`src/rtl/ctx_pkg.sv`:
```
// Shared definitions for the two-context slot controller.
// Assumes slot 0 is the home context and slot 1 the visitor context.
package ctx_pkg;
    localparam int NUM_SLOTS = 2;
    localparam logic SLOT_HOME  = 1'b0;
    localparam logic SLOT_VISIT = 1'b1;

    typedef enum logic [1:0] {
        ST_IDLE       = 2'd0,
        ST_WAIT_DRAIN = 2'd1,
        ST_EVICT_SEND = 2'd2,
        ST_ADMIT      = 2'd3
    } adm_state_e;
endpackage

```
`src/rtl/ctx_outst_ctr.sv`:
```
// Counts the outstanding requests of one kind for one slot.
// Assumes at most one request and one reply per cycle. A reply arriving
// while the count is zero is ignored, and the count saturates at its maximum.
module ctx_outst_ctr #(
    parameter int CNT_W = 3
) (
    input  logic clk,
    input  logic rst_n,
    input  logic inc,
    input  logic dec,
    output logic is_zero
);
    localparam logic [CNT_W-1:0] CNT_MAX = {CNT_W{1'b1}};

    logic [CNT_W-1:0] cnt_q;

    // Purpose: track requests still waiting for their reply.
    always_ff @(posedge clk) begin
        if (!rst_n) begin
            cnt_q <= '0;
        end else if (inc && !dec) begin
            if (cnt_q != CNT_MAX) cnt_q <= cnt_q + 1'b1;
        end else if (dec && !inc) begin
            if (cnt_q != '0) cnt_q <= cnt_q - 1'b1;
        end
    end

    // Purpose: report when every request of this kind has been answered.
    always_comb is_zero = (cnt_q == '0);
endmodule

```
`src/rtl/ctx_rr_pick.sv`:
```
// Picks the slot that issues this cycle. When both slots can run, it
// alternates between them; when only one can run, that one is picked.
// Assumes the pipeline takes the picked slot on every cycle.
module ctx_rr_pick (
    input  logic       clk,
    input  logic       rst_n,
    input  logic [1:0] run,
    output logic       grant_valid,
    output logic       grant_slot
);
    logic last_q;

    // Purpose: choose the slot that issues this cycle.
    always_comb begin
        grant_valid = |run;
        if (&run) grant_slot = ~last_q;
        else      grant_slot = run[1];
    end

    // Purpose: remember which slot issued last.
    always_ff @(posedge clk) begin
        if (!rst_n)           last_q <= 1'b1;
        else if (grant_valid) last_q <= grant_slot;
    end

    // with both slots runnable, consecutive grants differ.
    a_r6_alternate: assert property (@(posedge clk) disable iff (!rst_n)
        (&run && grant_valid) |=> (&run) |-> (grant_slot != $past(grant_slot)));
endmodule

```
`src/rtl/ctx_admit_fsm.sv`:
```
// Admission and eviction sequencer for the visitor slot.
// Admits home-bound arrivals directly when the home slot is free.
// For a visitor-bound arrival that meets an occupied visitor slot, it
// waits for the occupant to drain, sends the eviction, then admits.
// Assumes in_valid and in_native_core stay stable until in_ready.
module ctx_admit_fsm
    import ctx_pkg::*;
(
    input  logic       clk,
    input  logic       rst_n,
    input  logic       in_valid,
    input  logic       in_is_home,
    input  logic       home_busy,
    input  logic       visit_busy,
    input  logic       visit_drained,
    input  logic       out_ready,
    output logic       in_ready,
    output logic       admit_home,
    output logic       admit_visit,
    output logic       evict_valid,
    output logic       evict_done,
    output adm_state_e state
);
    adm_state_e state_q, state_d;

    // Purpose: drive the handshakes and the next state.
    always_comb begin
        state_d     = state_q;
        in_ready    = 1'b0;
        evict_valid = 1'b0;
        unique case (state_q)
            ST_IDLE: begin
                in_ready = in_valid && (in_is_home ? !home_busy : !visit_busy);
                if (in_valid && !in_is_home && visit_busy) state_d = ST_WAIT_DRAIN;
            end
            ST_WAIT_DRAIN: begin
                if (!visit_busy)        state_d = ST_ADMIT;
                else if (visit_drained) state_d = ST_EVICT_SEND;
            end
            ST_EVICT_SEND: begin
                evict_valid = visit_drained;
                if (!visit_drained)  state_d = ST_WAIT_DRAIN;
                else if (out_ready)  state_d = ST_ADMIT;
            end
            ST_ADMIT: begin
                in_ready = in_valid && !in_is_home;
                if (!in_valid || in_ready) state_d = ST_IDLE;
            end
            default: state_d = ST_IDLE;
        endcase
        evict_done  = evict_valid && out_ready;
        admit_home  = in_valid && in_ready && in_is_home;
        admit_visit = in_valid && in_ready && !in_is_home;
    end

    // Purpose: hold the sequencer state.
    always_ff @(posedge clk) begin
        if (!rst_n) state_q <= ST_IDLE;
        else        state_q <= state_d;
    end

    always_comb state = state_q;

    // no visitor is accepted while the occupant drains or leaves.
    a_r10_hold_ready: assert property (@(posedge clk) disable iff (!rst_n)
        (state_q == ST_WAIT_DRAIN || state_q == ST_EVICT_SEND) |-> !in_ready);
    // a visitor is only admitted into an empty visitor slot.
    a_r3_admit_empty: assert property (@(posedge clk) disable iff (!rst_n)
        admit_visit |-> !visit_busy);
endmodule

```
`src/rtl/ctx_slot_mgr.sv`:
```
// Top level of the two-context slot controller.
// Holds the occupancy and home core of each slot, the per-slot outstanding
// request counters and retire counters, the issue picker and the shared
// outgoing migration port (evictions before core-miss departures).
// Assumes a thread is named by its home core, the home thread is resident
// at reset, and request/reply/retire pulses name occupied slots.
module ctx_slot_mgr
    import ctx_pkg::*;
#(
    parameter int          CORE_W  = 4,
    parameter logic [CORE_W-1:0] MY_CORE = 4'd5,
    parameter int          OUTST_W = 3,
    parameter int          RET_W   = 4
) (
    input  logic              clk,
    input  logic              rst_n,
    input  logic              in_valid,
    input  logic [CORE_W-1:0] in_native_core,
    output logic              in_ready,
    output logic              issue_valid,
    output logic              issue_slot,
    output logic [CORE_W-1:0] issue_thread,
    input  logic              retire_valid,
    input  logic              retire_slot,
    input  logic              dram_req_valid,
    input  logic              dram_req_slot,
    input  logic              dram_rsp_valid,
    input  logic              dram_rsp_slot,
    input  logic              ra_req_valid,
    input  logic              ra_req_slot,
    input  logic              ra_rsp_valid,
    input  logic              ra_rsp_slot,
    input  logic              miss_req_valid,
    input  logic              miss_req_slot,
    input  logic [CORE_W-1:0] miss_req_dest,
    output logic              miss_req_ready,
    output logic              out_valid,
    input  logic              out_ready,
    output logic              out_is_evict,
    output logic [CORE_W-1:0] out_dest,
    output logic [CORE_W-1:0] out_thread
);
    localparam int NUM_KINDS = 2;
    localparam logic [RET_W-1:0] RET_MAX = {RET_W{1'b1}};

    logic [NUM_SLOTS-1:0]   busy_q;
    logic [CORE_W-1:0]      home_q [NUM_SLOTS];
    logic [RET_W-1:0]       ret_q  [NUM_SLOTS];
    logic [NUM_SLOTS-1:0]   quiet;
    logic [NUM_SLOTS-1:0]   run;
    logic [NUM_KINDS-1:0]   req_v, req_s, rsp_v, rsp_s;
    logic                   in_is_home, admit_home, admit_visit;
    logic                   evict_valid, evict_done, visit_drained, visit_freeze;
    logic                   miss_fire;
    logic [NUM_SLOTS-1:0]   admit_v, leave_v;
    adm_state_e             state;

    // Purpose: gather request and reply pulses by kind (0 DRAM, 1 remote).
    always_comb begin
        req_v = {ra_req_valid, dram_req_valid};
        req_s = {ra_req_slot,  dram_req_slot};
        rsp_v = {ra_rsp_valid, dram_rsp_valid};
        rsp_s = {ra_rsp_slot,  dram_rsp_slot};
    end

    for (genvar s = 0; s < NUM_SLOTS; s++) begin : g_slot
        logic [NUM_KINDS-1:0] kind_zero;
        for (genvar k = 0; k < NUM_KINDS; k++) begin : g_kind
            ctx_outst_ctr #(.CNT_W(OUTST_W)) u_ctr (
                .clk     (clk),
                .rst_n   (rst_n),
                .inc     (req_v[k] && (req_s[k] == 1'(s))),
                .dec     (rsp_v[k] && (rsp_s[k] == 1'(s))),
                .is_zero (kind_zero[k])
            );
        end
        always_comb quiet[s] = &kind_zero;

        // Purpose: count retired instructions since this slot was filled.
        always_ff @(posedge clk) begin
            if (!rst_n)                    ret_q[s] <= '0;
            else if (admit_v[s])           ret_q[s] <= '0;
            else if (retire_valid && (retire_slot == 1'(s)) && ret_q[s] != RET_MAX)
                                           ret_q[s] <= ret_q[s] + 1'b1;
        end

        // Purpose: track occupancy and the resident thread's home core.
        always_ff @(posedge clk) begin
            if (!rst_n) begin
                busy_q[s] <= (s == 0);
                home_q[s] <= (s == 0) ? MY_CORE : '0;
            end else if (admit_v[s]) begin
                busy_q[s] <= 1'b1;
                home_q[s] <= in_native_core;
            end else if (leave_v[s]) begin
                busy_q[s] <= 1'b0;
            end
        end
    end

    assign in_is_home = (in_native_core == MY_CORE);

    ctx_admit_fsm u_fsm (
        .clk           (clk),
        .rst_n         (rst_n),
        .in_valid      (in_valid),
        .in_is_home    (in_is_home),
        .home_busy     (busy_q[SLOT_HOME]),
        .visit_busy    (busy_q[SLOT_VISIT]),
        .visit_drained (visit_drained),
        .out_ready     (out_ready),
        .in_ready      (in_ready),
        .admit_home    (admit_home),
        .admit_visit   (admit_visit),
        .evict_valid   (evict_valid),
        .evict_done    (evict_done),
        .state         (state)
    );

    // Purpose: derive drain and runnable conditions of each slot.
    always_comb begin
        visit_drained = quiet[SLOT_VISIT] && (ret_q[SLOT_VISIT] != '0);
        visit_freeze  = (state == ST_WAIT_DRAIN || state == ST_EVICT_SEND)
                        && (ret_q[SLOT_VISIT] != '0);
        run[SLOT_HOME]  = busy_q[SLOT_HOME]  && quiet[SLOT_HOME];
        run[SLOT_VISIT] = busy_q[SLOT_VISIT] && quiet[SLOT_VISIT] && !visit_freeze;
    end

    ctx_rr_pick u_pick (
        .clk         (clk),
        .rst_n       (rst_n),
        .run         (run),
        .grant_valid (issue_valid),
        .grant_slot  (issue_slot)
    );

    assign issue_thread = home_q[issue_slot];

    // Purpose: share the outgoing port, eviction first.
    always_comb begin
        miss_req_ready = out_ready && !evict_valid && busy_q[miss_req_slot];
        miss_fire      = miss_req_valid && miss_req_ready;
        out_is_evict   = evict_valid;
        out_valid      = evict_valid || (miss_req_valid && busy_q[miss_req_slot]);
        out_dest       = evict_valid ? home_q[SLOT_VISIT] : miss_req_dest;
        out_thread     = evict_valid ? home_q[SLOT_VISIT] : home_q[miss_req_slot];
        admit_v        = {admit_visit, admit_home};
        leave_v[SLOT_HOME]  = miss_fire && (miss_req_slot == SLOT_HOME);
        leave_v[SLOT_VISIT] = evict_done || (miss_fire && (miss_req_slot == SLOT_VISIT));
    end

    // an eviction never leaves with replies still owed.
    a_r4_drained: assert property (@(posedge clk) disable iff (!rst_n)
        (out_valid && out_is_evict) |-> quiet[SLOT_VISIT]);
    // an eviction requires a retired instruction in the visitor slot.
    a_r5_progress: assert property (@(posedge clk) disable iff (!rst_n)
        (out_valid && out_is_evict) |-> (ret_q[SLOT_VISIT] != '0));
    // a waiting eviction blocks core-miss departures.
    a_r7_evict_first: assert property (@(posedge clk) disable iff (!rst_n)
        (out_valid && out_is_evict) |-> !miss_req_ready);
    // a single runnable slot always issues.
    a_r8_no_bubble: assert property (@(posedge clk) disable iff (!rst_n)
        ($countones(run) == 1) |-> issue_valid);
    // a home-bound arrival fills the home slot.
    a_r2_home_fill: assert property (@(posedge clk) disable iff (!rst_n)
        (in_valid && in_ready && in_is_home) |=> busy_q[SLOT_HOME]);
    // a core-miss departure empties its slot.
    a_r9_leave_home: assert property (@(posedge clk) disable iff (!rst_n)
        (miss_fire && miss_req_slot == SLOT_HOME) |=> !busy_q[SLOT_HOME]);
    // evictions are addressed to the evicted thread's own home.
    a_r3_home_dest: assert property (@(posedge clk) disable iff (!rst_n)
        (out_valid && out_is_evict) |-> (out_dest == out_thread && out_dest != MY_CORE));
endmodule

```
`config.mk`:
```
export PLATFORM = sky130hd
export DESIGN_NAME = ctx_slot_mgr
export DESIGN_NICKNAME = d
export VERILOG_FILES = /design/src/rtl/ctx_pkg.sv /design/src/rtl/ctx_outst_ctr.sv /design/src/rtl/ctx_rr_pick.sv /design/src/rtl/ctx_admit_fsm.sv /design/src/rtl/ctx_slot_mgr.sv
export SDC_FILE = /design/constraint.sdc
export NUM_CORES = 1
export LEC_CHECK = 0
export BUFFER_PORTS_ARGS = -buffer_cell sky130_fd_sc_hd__buf_2
export CAP_MARGIN = 20
export CORE_MARGIN = 8
export CORE_UTILIZATION = 49
export DETAILED_ROUTE_END_ITERATION = 7
export PLACE_DENSITY_LB_ADDON = 0.1
export REMOVE_ABC_BUFFERS = 1
export SLEW_MARGIN = 25
export SYNTH_ARGS = -nofsm -noshare
export SYNTH_HDL_FRONTEND = slang
export SYNTH_SLANG_ARGS = --single-unit
```
`constraint.sdc`:
```
create_clock -name clk -period 1.8 [get_ports clk]
set_input_delay 0.09 -clock clk [delete_from_list [all_inputs] [get_ports clk]]
set_output_delay 0.09 -clock clk [all_outputs]
set_load 0.05 [all_outputs]
```
# After elaboration in Yosys (flattened, before gate mapping)
# Memories as Yosys holds them, arrays and structs flattened.
# Cells that the tools add are included.
word_totals:
  elab_cells: 192
  n_memories: 2
  romBits: 0
  ram_bits: 16
  latchBits: 0
  out_inout_bits: 18
  reg_bits: 17
memory_table:
  columns: ["name", "depth", "word_bits", "read_ports", "rd_ports_with_merged_regs", "write_ports", "line", "text"]
  rows:
  - ["home_q", 2, 4, 3, 0, 2, "ctx_slot_mgr.sv:47", "logic [CORE_W-1:0] home_q [NUM_SLOTS];"]
  - ["ret_q", 2, 4, 2, 0, 2, "ctx_slot_mgr.sv:48", "logic [RET_W-1:0] ret_q [NUM_SLOTS];"]
classes:
  n_addsub: 10
  n_mul: 0
  muxes: 54
  bitwise: 14
  reduce_logical: 85
  shift: 0
  n_div: 0
  magnitude_cmp: 1
  n_eq_ne: 18
op_table:
  columns: ["operator", "count"]
  rows:
  - ["$mux W3", 16]
  - ["$logic_and A1 B1 Y1", 38]
  - ["$mux W4", 8]
  - ["$mux W1", 22]
  - ["$reduce_bool A2 Y1", 9]
  - ["$ne A3 B3 Y1 const B", 5]
  - ["$logic_not A1 Y1", 14]
  - ["$add A3 B1 Y3 const B", 4]
  - ["$logic_not A3 Y1", 4]
  - ["$mux W2", 6]
  - ["$reduce_and A3 Y1", 4]
  - ["$reduce_bool A3 Y1", 4]
  - ["$sub A3 B1 Y3 const B", 4]
  - ["$add A4 B1 Y4 const B", 2]
  - ["$ne A2 B2 Y1 const B", 4]
  - ["$ne A4 B4 Y1 const B", 2]
  - ["$not A1 Y1", 8]
  - ["$pmux W2 S4", 1]
  - ["$or A1 B1 Y1", 6]
  - ["$reduce_and A2 Y1", 3]
  - ["$eq A2 B2 Y1 const B", 2]
  - ["$eq A4 B3 Y1 const B", 1]
  - ["$logic_or A1 B1 Y1", 4]
  - ["$ne A2 B1 Y1 const B", 2]
  - ["other kinds (8)", 9]

# Depth between registers and ports, before layout
depth:
  ltp_word: 12
  mapped_depth: 7
  depth_no_buf: 7

# Modules after synthesis
# A second synthesis with hierarchy kept.
unflattened:
  cells_unflattened: 240
  hier_area_um2: 2177.1
modules_own_cells:
  columns: ["mod", "n_inst", "cells_each", "seq_area_each_um2", "area_per_inst_um2"]
  rows:
  - ["ctx_slot_mgr", 1, 83, 400.4, 890.9]
  - ["ctx_outst_ctr (g_slot[0].g_kind[0].u_ctr ...)", 2, 30, 60.1, 256.5]
  - ["ctx_admit_fsm", 1, 31, 40.0, 247.7]
  - ["ctx_outst_ctr (g_slot[1].g_kind[0].u_ctr)", 1, 30, 60.1, 236.5]
  - ["ctx_outst_ctr (g_slot[1].g_kind[1].u_ctr)", 1, 30, 60.1, 232.7]
  - ["ctx_rr_pick", 1, 6, 20.0, 56.3]

# Worst setup path after synthesis
# Ideal clock, no wire load.
synth_path:
  kind: "register to output"
  startpoint: "mem ret_q[1][0]"
  endpoint: "out issue_slot"
  arrival_time_ns: 1.951
  path_slack_ns: -0.241
  required_time_ns: 1.710
  stages_incl_launch_ff: 7
  path_cell_list: "edfxtp_1 inv_1 ha_1 or3b_4 nand2_1 nand3_1 a21oi_1"
synth_rtl:
  columns: ["item", "line", "text"]
  rows:
  - ["start: declaration", "ctx_slot_mgr.sv:48", null]
  - ["end: declaration", "ctx_slot_mgr.sv:21", "output logic issue_slot,"]

==> summary.md <==
| Metric | Value |
|---|---|
| Hold Worst Slack | `between 100 and 150 ps` |
| Gate Count Post-Synth | `198` |
| Int Pwr | `between 0.0015 and 0.002 W` |
| Core area | `0.003689 mm^2` |
| Ys Warns | `0` |
| Initial antenna violation count | `0` |
| Post-route core utilization | `about 75%` |
| Setup crit end kind | `output port` |
| Comb power frac | `55.6%` |
| Top_reg_cell synth | `dfxtp_1` |
| First-pass GRT wire length | `7962 um` |
| GR Util met2 | `27.51%` |
| Average size of a mapped cell | `roughly 9.5 um^2` |
| Final hold vios | `0` |
| CP max stage delay | `about 390 ps` |
| Initial Util | `51.26%` |
| CTS tree | `done` |
| Row Count | `22` |
| Synth async-reset ratio | `0%` |
| Critical Path, Cell by Cell | `inv_1 -> ha_1 -> or3b_4 -> and3_4 -> a21oi_4 -> mux2_4 -> buf_6` |
| Pin count of the biggest net entering global routing | `16` |
| Global placer's final weighted congestion | `roughly 0.82` |
| Clock Tree Buf Depth | `2` |
| GRT Resource Usage Total | `15.99%` |
| Clock network power share | `16.0%` |
| Chip height | `78.12 um` |
| Final ANT Viol Nets | `0` |
| Global Route met1 Usage | `18.37%` |
| Die footprint | `0.006102 mm^2` |
| Max-slew violations | `0` |
| Outcome | `complete, but fails checks` |
| Area Growth Syn to Fin | `47.06%` |
| EDFF count, synth | `12` |
| Max-slew headroom | `63.81%` |
| Failing checks | `setup timing` |
| Port bufs | `41` |
| Least-Margin Pin Slew | `about 540 ps` |
| Sequential Power Share | `28.4%` |
| Final TNS setup | `-6664 ps` |
| Critical path arrival | `2180 ps` |
| H-tree levels | `2` |
| Vias | `1,750` |
| Commonest cells after routing, fill and taps aside | `35 x buf_4, 23 x buf_2, 18 x buf_6` |
| Grt peak-use layer | `met2` |
| Clock Sinks | `29` |
| Number of global-route vias before repair | `1,743` |
| Pleak | `1.277 nW` |
| Max Clock Freq | `about 0.44 GHz` |
| Crit-path max FO | `5` |
| Routed len/inst | `14.68 um` |
| Final min period | `2270 ps` |
| Total congestion overflow | `0` |
| CP Launch Type | `register` |
| WS Path Type | `register to output port` |
| PwrDens | `1149 mW/mm^2` |
| Clock transition at path regs | `60 ps` |
| DRT Pass-1 Iters | `4` |
| Met3 Use GR | `5.011%` |
| Final period util | `126.1%` |
| Seq/Total Area, Yosys | `37.06%` |
| Req. time, crit path | `1710 ps` |
| Share of post-route cells with drive strength above 1 | `43.86%` |
| Vias per cell | `5.255` |
| ANT cells | `0` |
| Final setup fails | `20` |
| Yosys reg bits | `29` |
| Post-DP HPWL | `3466 um` |
| Synth Cell Area | `0.001891 mm^2` |
| Unique masters post-synth | `44` |
| Critical Path Slowest Stage Cell | `or3b_4` |
| CP delay by family, top | `simple AND/OR/NAND/NOR gates` |
| # Max-Cap Violations | `0` |
| Num CTS Buffers | `5` |
| Final Skew | `6.452 ps` |
| Total power | `0.003194 W` |
| Unrepaired setup endpoints after global routing | `true` |
| Ports | `42` |
| Clk Latency, worst-skew pair | `280 ps` |
| CTS root buf | `clkbuf_8` |
| DRC | `0` |
| P_sw | `0.001283 W` |
| Chip width | `roughly 78 um` |
| 1st-iter DRT viols | `70` |
| Crit path buffers/inverters | `2` |
| Fin worst setup slack | `-470.4 ps` |
| Peak supply drop | `0.0005633 V` |
| Path category of the worst min-delay check | `input pin to register` |
| Switching Share | `between 40 and 50%` |
| Layout Nets | `around 320` |
| Total Routed Length | `between 4000 and 5000 um` |
| Commonest non-fill, non-tap cell in the layout | `buf_4` |
| Hold-fix buffers, CTS | `0` |
sequential cells by signal, indices dropped and copies added (netlist names):
name,flops
ret_q,4
home_q,8
u_pick.last_q,1
g_slot.g_kind.u_ctr.cnt_q,12
u_fsm.state,2
busy_q,2
power by group through the flow:
stage	Clock (W)	Combinational, W	Sequential, W
2_1_floorplan	0	0.000878	0.000924
3_3_place_gp	0	0.00140	0.000900
3_5_place_dp	0	0.00141	0.000902
4_1_cts	0.000525	0.00168	0.000893
5_1_grt	0.000555	0.00190	0.000923
6_report	0.000510	0.00178	0.000906
cells by family (layout without fill, tap and decap cells):
logic type | Yosys count | in the layout | share of synthesized area, %
AOI/OAI and AO/OA | 42 | 42 | 15.49
xor gates and xnor gates | 8 | 8 | 3.706
adders and majority gates | 11 | 11 | 8.868
buffers and inverters | 14 | 99 | 2.780
DFF | 29 | 29 | 37.06
muxes | 17 | 17 | 9.861
other | 2 | 4 | 0.3972
and+or+nand+nor | 75 | 75 | 21.84
worst paths after layout:
path	from	endpoint	slack [ps]	cells after the start
hold / removal	in_native_core[3]	home_q[1][3]	120	2
setup / recovery	ret_q[1][0]	out_thread[0]	-470	7
hold reg to reg	g_slot[0].g_kind[0].u_ctr.cnt_q[2]	g_slot[0].g_kind[0].u_ctr.cnt_q[2]	500	2
setup reg to reg	ret_q[1][0]	u_fsm.state[1]	-180	10
Yosys cell counts, types with 3 or more instances:
cell	instances	area share, %
mux2_2	13	7.7
xor2_1	3	1.4
nand2b_1	5	1.7
ha_1	7	4.6
a21oi_1	10	2.6
or3_1	7	2.3
xnor2_1	5	2.3
nand2_1	15	3.0
mux2i_1	4	2.1
o22ai_1	3	0.99
o21ai_0	8	2.1
edfxtp_1	12	19
nor2_1	12	2.4
a22oi_1	4	1.6
dfxtp_1	17	18
nand3_1	11	2.9
fa_1	4	4.2
and3_1	9	3.0
inv_1	12	2.4
nor3_1	5	1.3
layer usage:
metal / wire length (um) / vias up
met5: 0 / -
met4: 58 / 0
met3: 255 / 8
met2: 2421 / 47
met1: 2155 / 805
li1: - / 890
through the flow:
stage | area [um^2] | setup slack, ps | instances
after floorplan | 1891 | -240.6 | 198
after global placement | 2396 | -201.4 | 319
after detailed placement | 2396 | -242.1 | 319
after CTS | 2714 | -442.2 | 330
after global routing | 2780 | -579.5 | 333
final | 2780 | -470.4 | 333
area by class of cell:
cell class	count	area, um^2
Tap cell	48	60.06
Multi-Input combinational cell	157	1264
Clock buffer	6	72.57
Inverter	12	45.04
Timing Repair Buffer	79	625.6
Sequential cell	29	703.2
Clock inverter	2	10.01
Fill cell	285	908.4
timing repair:
item | 4_1_cts | 5_1_grt
endpoints found under the hold margin | 0 | 0
gates resized for setup | 57 | 16
setup endpoints to repair | 21 | 34
buffers inserted | 3 | 4
pin swaps | 5 | 3
No activity file was read; power rests on OpenSTA's default activity.
